[config.mk]
export PLATFORM = sky130hd
export DESIGN_NAME = burst_mode_ctrl
export DESIGN_NICKNAME = d
export VERILOG_FILES = /design/src/rtl/burst_pkg.sv /design/src/rtl/flag_sync.sv /design/src/rtl/seg_rate_adapt.sv /design/src/rtl/burst_mode_ctrl.sv
export SDC_FILE = /design/constraint.sdc
export NUM_CORES = 1
export LEC_CHECK = 0
export BUFFER_PORTS_ARGS = -buffer_cell sky130_fd_sc_hd__buf_4
export CORE_MARGIN = 2
export CORE_UTILIZATION = 56
export CTS_BUF_LIST = sky130_fd_sc_hd__clkbuf_8
export DETAILED_ROUTE_END_ITERATION = 8
export PLACE_DENSITY = 0.75
export SLEW_MARGIN = 10
export SYNTH_ARGS = -nofsm -noshare
export SYNTH_HDL_FRONTEND = slang
export SYNTH_SLANG_ARGS = --single-unit
[constraint.sdc]
create_clock -name clk -period 2.63 [get_ports clk]
set_input_delay 0.263 -clock clk [delete_from_list [all_inputs] [get_ports clk]]
set_output_delay 0.263 -clock clk [all_outputs]
set_load 0.02 [all_outputs]
[src/rtl/burst_pkg.sv]
package burst_pkg;

  typedef enum logic [1:0] {
    MODE_NORMAL = 2'd0,
    MODE_SKIP   = 2'd1,
    MODE_BURST  = 2'd2
  } mode_e;

  // Next packet target from the measured start-to-start interval.
  function automatic int unsigned next_target(
    input int unsigned cur,
    input int unsigned interval,
    input int unsigned fast_lim,
    input int unsigned slow_lim,
    input int unsigned lo,
    input int unsigned hi
  );
    if (interval < fast_lim && cur < hi) return cur + 1;
    if (interval > slow_lim && cur > lo) return cur - 1;
    return cur;
  endfunction

endpackage

[src/rtl/flag_sync.sv]
module flag_sync #(
  parameter int              WIDTH   = 3,
  parameter int              STAGES  = 2,
  parameter logic [WIDTH-1:0] RST_VAL = '1
) (
  input  logic             clk,
  input  logic             rst_n,
  input  logic [WIDTH-1:0] d,
  output logic [WIDTH-1:0] q
);

  logic [STAGES-1:0][WIDTH-1:0] stg_q;

  always_ff @(posedge clk) begin
    if (!rst_n) begin
      for (int i = 0; i < STAGES; i++) stg_q[i] <= RST_VAL;
    end else begin
      stg_q[0] <= d;
      for (int i = 1; i < STAGES; i++) stg_q[i] <= stg_q[i-1];
    end
  end

  assign q = stg_q[STAGES-1];

endmodule

[src/rtl/seg_rate_adapt.sv]
module seg_rate_adapt
  import burst_pkg::*;
#(
  parameter int CLK_HZ  = 100000,
  parameter int CNT_MIN = 2,
  parameter int CNT_MAX = 6,
  parameter int CNT_DEF = 4,
  parameter int CW      = 3
) (
  input  logic          clk,
  input  logic          rst_n,
  input  logic          in_burst,
  input  logic          seg_start,
  input  logic          restore,
  output logic [CW-1:0] target
);

  localparam int FAST_CYC = CLK_HZ / 400;
  localparam int SLOW_CYC = CLK_HZ / 200;
  localparam int PW       = $clog2(SLOW_CYC + 2);

  logic [PW-1:0] per_q;
  logic          have_prev_q;
  logic [CW-1:0] target_q;

  always_ff @(posedge clk) begin
    if (!rst_n || restore) begin
      per_q       <= '0;
      have_prev_q <= 1'b0;
      target_q    <= CW'(CNT_DEF);
    end else if (seg_start) begin
      per_q       <= PW'(1);
      have_prev_q <= 1'b1;
      if (have_prev_q)
        target_q <= CW'(next_target(32'(target_q), 32'(per_q), FAST_CYC,
                                    SLOW_CYC, CNT_MIN, CNT_MAX));
    end else if (in_burst && per_q <= PW'(SLOW_CYC)) begin
      per_q <= per_q + PW'(1);
    end
  end

  assign target = target_q;

  assert_target_clamp_R6: assert property (@(posedge clk) disable iff (!rst_n)
    (target_q >= CW'(CNT_MIN)) && (target_q <= CW'(CNT_MAX)));

  assert_restore_default_R9: assert property (@(posedge clk) disable iff (!rst_n)
    restore |=> (target_q == CW'(CNT_DEF)));

endmodule

[src/rtl/burst_mode_ctrl.sv]
module burst_mode_ctrl
  import burst_pkg::*;
#(
  parameter int CLK_HZ      = 100000,
  parameter int CNT_MIN     = 2,
  parameter int CNT_MAX     = 6,
  parameter int CNT_DEF     = 4,
  parameter int SYNC_STAGES = 2
) (
  input  logic       clk,
  input  logic       rst_n,
  input  logic       fb_gt_hf,
  input  logic       fb_gt_lf,
  input  logic       fb_gt_stop,
  input  logic       pkt_done,
  input  logic       load_drop,
  output logic [1:0] mode,
  output logic       pkt_en,
  output logic       energy_fixed
);

  localparam int CW = $clog2(CNT_MAX + 1);

  logic [2:0]    flags_s;
  logic          hf_s, lf_s, stop_s;
  mode_e         mode_q, mode_d;
  logic          en_q, en_d;
  logic [CW-1:0] cnt_q, cnt_d, cnt_inc;
  logic [CW-1:0] target;
  logic          alive_q;

  // Named internal events
  logic bnd_w, drop_cut_w, seg_start_w, seg_end_w, leave_burst_w;

  flag_sync #(.WIDTH(3), .STAGES(SYNC_STAGES), .RST_VAL(3'b111)) u_sync (
    .clk  (clk),
    .rst_n(rst_n),
    .d    ({fb_gt_hf, fb_gt_lf, fb_gt_stop}),
    .q    (flags_s)
  );
  assign {hf_s, lf_s, stop_s} = flags_s;

  seg_rate_adapt #(
    .CLK_HZ(CLK_HZ), .CNT_MIN(CNT_MIN), .CNT_MAX(CNT_MAX),
    .CNT_DEF(CNT_DEF), .CW(CW)
  ) u_rate (
    .clk      (clk),
    .rst_n    (rst_n),
    .in_burst (mode_q == MODE_BURST),
    .seg_start(seg_start_w),
    .restore  (leave_burst_w),
    .target   (target)
  );

  assign bnd_w      = pkt_done | ~en_q;
  assign drop_cut_w = (mode_q == MODE_BURST) & en_q & load_drop;
  assign cnt_inc    = (cnt_q == CW'(CNT_MAX)) ? cnt_q : cnt_q + CW'(1);

  always_comb begin
    mode_d        = mode_q;
    en_d          = en_q;
    cnt_d         = cnt_q;
    seg_start_w   = 1'b0;
    seg_end_w     = 1'b0;
    leave_burst_w = 1'b0;
    if (drop_cut_w) begin
      en_d      = 1'b0;
      cnt_d     = '0;
      seg_end_w = 1'b1;
    end else if (bnd_w) begin
      unique case (mode_q)
        MODE_BURST: begin
          if (hf_s) begin
            mode_d        = MODE_NORMAL;
            en_d          = 1'b1;
            cnt_d         = '0;
            leave_burst_w = 1'b1;
          end else if (en_q) begin
            cnt_d = cnt_inc;
            if (cnt_inc >= target && !stop_s) begin
              en_d      = 1'b0;
              cnt_d     = '0;
              seg_end_w = 1'b1;
            end
          end else if (lf_s) begin
            en_d        = 1'b1;
            cnt_d       = '0;
            seg_start_w = 1'b1;
          end
        end
        default: begin
          cnt_d = '0;
          if (hf_s) begin
            mode_d = MODE_NORMAL;
            en_d   = 1'b1;
          end else if (lf_s) begin
            mode_d = MODE_SKIP;
            en_d   = stop_s;
          end else begin
            mode_d = MODE_BURST;
            en_d   = 1'b0;
          end
        end
      endcase
    end
  end

  always_ff @(posedge clk) begin
    if (!rst_n) begin
      mode_q  <= MODE_NORMAL;
      en_q    <= 1'b0;
      cnt_q   <= '0;
      alive_q <= 1'b0;
    end else begin
      mode_q  <= mode_d;
      en_q    <= en_d;
      cnt_q   <= cnt_d;
      alive_q <= 1'b1;
    end
  end

  assign mode         = mode_q;
  assign pkt_en       = en_q;
  assign energy_fixed = (mode_q == MODE_BURST);

  assert_reset_state_R1: assert property (@(posedge clk)
    !rst_n |=> (mode_q == MODE_NORMAL && !en_q));

  assert_seg_end_cause_R5: assert property (@(posedge clk) disable iff (!rst_n)
    (alive_q && mode_q == MODE_BURST && $past(mode_q) == MODE_BURST && $fell(en_q))
      |-> $past(load_drop | ~stop_s));

  assert_drop_cut_R7: assert property (@(posedge clk) disable iff (!rst_n)
    (mode_q == MODE_BURST && en_q && load_drop) |=> (!en_q && mode_q == MODE_BURST));

  assert_hold_between_bnd_R8: assert property (@(posedge clk) disable iff (!rst_n)
    (en_q && !pkt_done && !drop_cut_w) |=> ($stable(mode_q) && en_q));

endmodule

==> run metrics <==
status completed; final net count 182; DR WL/cell 13.0 um; most common cell in the netlist dfxtp_1; ys async rst share 0; Arrival @ worst endpoint 2.41 ns; Syn Area/Cell around 8.7 um^2; hold wc startpoint fb_gt_hf; core area ~2200 um^2; DR pass1 iterations 4; Leak Pwr 0.585 nW; pwr/cell area ~440 nW/um^2; worst path cell trace inv_1, ha_1, nand2_1, xnor2_1, ha_1, nand2b_1, a21o_1, a21oi_1, o2111ai_1, o32ai_1; Fill cells between 150 and 200; synthesized area 1330 um^2; Worst setup EP type flop; first-pass GRT wire length ~4.1 mm; critical path's slowest cell dfxtp_1; final max-slew violation count 0; Worst EP required roughly 2.8 ns; design area between 1000 and 1500 um^2; Worst Hold Depth 2; worst flop-to-flop path endpoint cnt_q[2]; sequential share of the synthesized area 0.377; Starting Density 0.594; layout cells sized above 1 0.139; H-tree Lvls 1; Multi-input gate area slightly below 800 um^2; Total Power between 600 and 700 uW; area delta synth->final 11.7%; Num CTS Buffers 3; top cells by area, synth dfxtp_1 (38%), ha_1 (8.5%), nor2_1 (5.1%); Die Wd around 53 um; Slew headroom 0.710; worst reg-to-reg setup slack between 0.4 and 0.5 ns; die span in y approximately 53 um; GRT Util Overall 0.203; worst r2r src cnt_q[0]; Yosys cell types 43; Worst path most repeated cell ha_1; number of cells after detailed placement between 150 and 200; CTS hold repair buffers 0; cells on worst reg2reg path 10; Sink Count 25; dominant synthesized flop cell dfxtp_1; Final GP Congestion 0.706; fmax 0.449 GHz; I/O pins 11; Max Cap Viol 0; Worst-Skew Late Latency ~0.27 ns; Synth Instances around 150; largest net degree at the start of global routing 16; Non-Filler Instances 193; placed inst area between 1000 and 1500 um^2; Worst Skew between 0.006 and 0.007 ns; Synth Warn # 0; antenna violations before repair 0; Critical Path Max Stage Delay ~0.34 ns; Worst Hold Path EP u_sync.stg_q[2]; clock tree buffer depth 2; RSZ-0062 raised after global routing no; Setup violations, final 0; Synth top area share 0.377; I/O Buffers 10; worst-path maximum fanout 3; Fin. Hold Viols 0; Antenna diodes 0; Routed Antenna Nets 0; most frequent cells after synthesis dfxtp_1 (25), nor2_1 (18), nand2_1 (12), inv_1 (10); Peak VDD IR around 0.39 mV; CTS tree built; CTS resizes 0; Residual DRC 0; grt total ovfl 0; number of flops mapped to enable cells by yosys 0; setup bufs post-CTS 0; period utilisation layout 0.847; Routed Wire Length approximately 2.5 mm; Hold Path Class in2reg; vias per inst roughly 5.8; DR iter-0 viols 31; Yosys top cell by area dfxtp_1; vias in the first global route slightly above 1000; Slew @ Worst Pin about 0.43 ns; FF+latch count, synth 25; CP Class reg2reg; total nets after synthesis around 170; Root Buffer clkbuf_8; register area around 500 um^2; CTS clock-pin slew for the worst setup and hold paths 0.09 ns; vias post-DR approximately 1100; fin crit period between 2 and 2.5 ns; Rows 17; CP startpoint cnt_q[0]; dpl hpwl 1.88 mm; total negative slack 0 ns; Die ar. 2770 um^2; Setup crit start kind flop
## critical path: cells and delay by family (launching register included)
kind / cells / cell delay [ns]
compound gates: 4 / 0.77
fa+ha+maj: 2 / 0.46
flops: 1 / 0.34
xor+xnor: 1 / 0.27
simple gates: 2 / 0.21
buf+inv: 1 / 0.08
## where the power goes
part / leakage, nW / internal (mW) / total (mW) / switching [mW]
Combinational: 0.356 / 0.0180 / 0.0381 / 0.0201
Clock: 0.0255 / 0.106 / 0.224 / 0.119
Sequential: 0.203 / 0.384 / 0.390 / 0.00597
Total: 0.585 / 0.508 / 0.653 / 0.145
## kinds of logic after synthesis
group                    Yosys count  synth area share
AO/OA/AOI/OAI                     35             0.186
XOR/XNOR                           6            0.0396
adder cells (fa/ha/maj)            9            0.0849
buffers and inverters             13            0.0377
flip-flops                        25             0.377
multiplexers                       2            0.0151
AND/OR/NAND/NOR                   62             0.259
## area by class of cell
| class | instances | area share |
|---|---|---|
| timing repair buffer | 11 | 0.0557 |
| sequential | 25 | 0.338 |
| multi-input combinational | 114 | 0.524 |
| clock inverter | 1 | 0.00338 |
| tap | 28 | 0.0236 |
| inverter | 11 | 0.0279 |
| clock buffer | 3 | 0.0279 |
## state kept, by name, indices dropped and copies added, names as in the netlist
register and count:
cnt_q 3, mode 2, u_sync.stg_q 3, u_rate.per_q 9, u_sync.q 3, u_rate.have_prev_q 1
pkt_en 1, u_rate.target 3
## layer usage
metal,wire length (um),global-route usage
met1,1200,0.240
met2,1210,0.350
met3,60,0.0371
met5,0,0
met4,40,0.0940
## cells in the final DEF, fill, tap and decap left out, types with 2 or more instances in the layout
master / n
or3_1: 2
buf_4: 11
xnor2_1: 2
and3_1: 2
nand2_1: 12
o221a_2: 2
inv_1: 10
a211oi_1: 3
nor2_1: 18
nand4_1: 2
o22ai_1: 2
o2111ai_1: 2
dfxtp_1: 25
nand2b_1: 7
clkbuf_8: 3
nand3_1: 7
a21oi_1: 9
nor2b_1: 3
o21ai_0: 6
xor2_1: 4
ha_1: 9
mux2i_1: 2
## through the flow
step,hold slack [ns],util,setup WS (ns)
6_report,0.168,0.663,0.402
5_1_grt,0.158,0.663,0.243
4_1_cts,0.163,0.663,0.388
3_5_place_dp,0.392,0.643,0.423
3_3_place_gp,0.389,0.643,0.572
2_1_floorplan,0.364,-,0.658
## worst max path at each step
stage | endpoint | slack (ns) | depth (start not counted)
after floorplan | cnt_q[2] | 0.66 | 10
after global placement | cnt_q[2] | 0.57 | 10
after detailed placement | cnt_q[2] | 0.42 | 10
after CTS | cnt_q[2] | 0.39 | 10
after global routing | cnt_q[2] | 0.24 | 10
final | cnt_q[2] | 0.40 | 10
(Power assumes the default switching activity.)
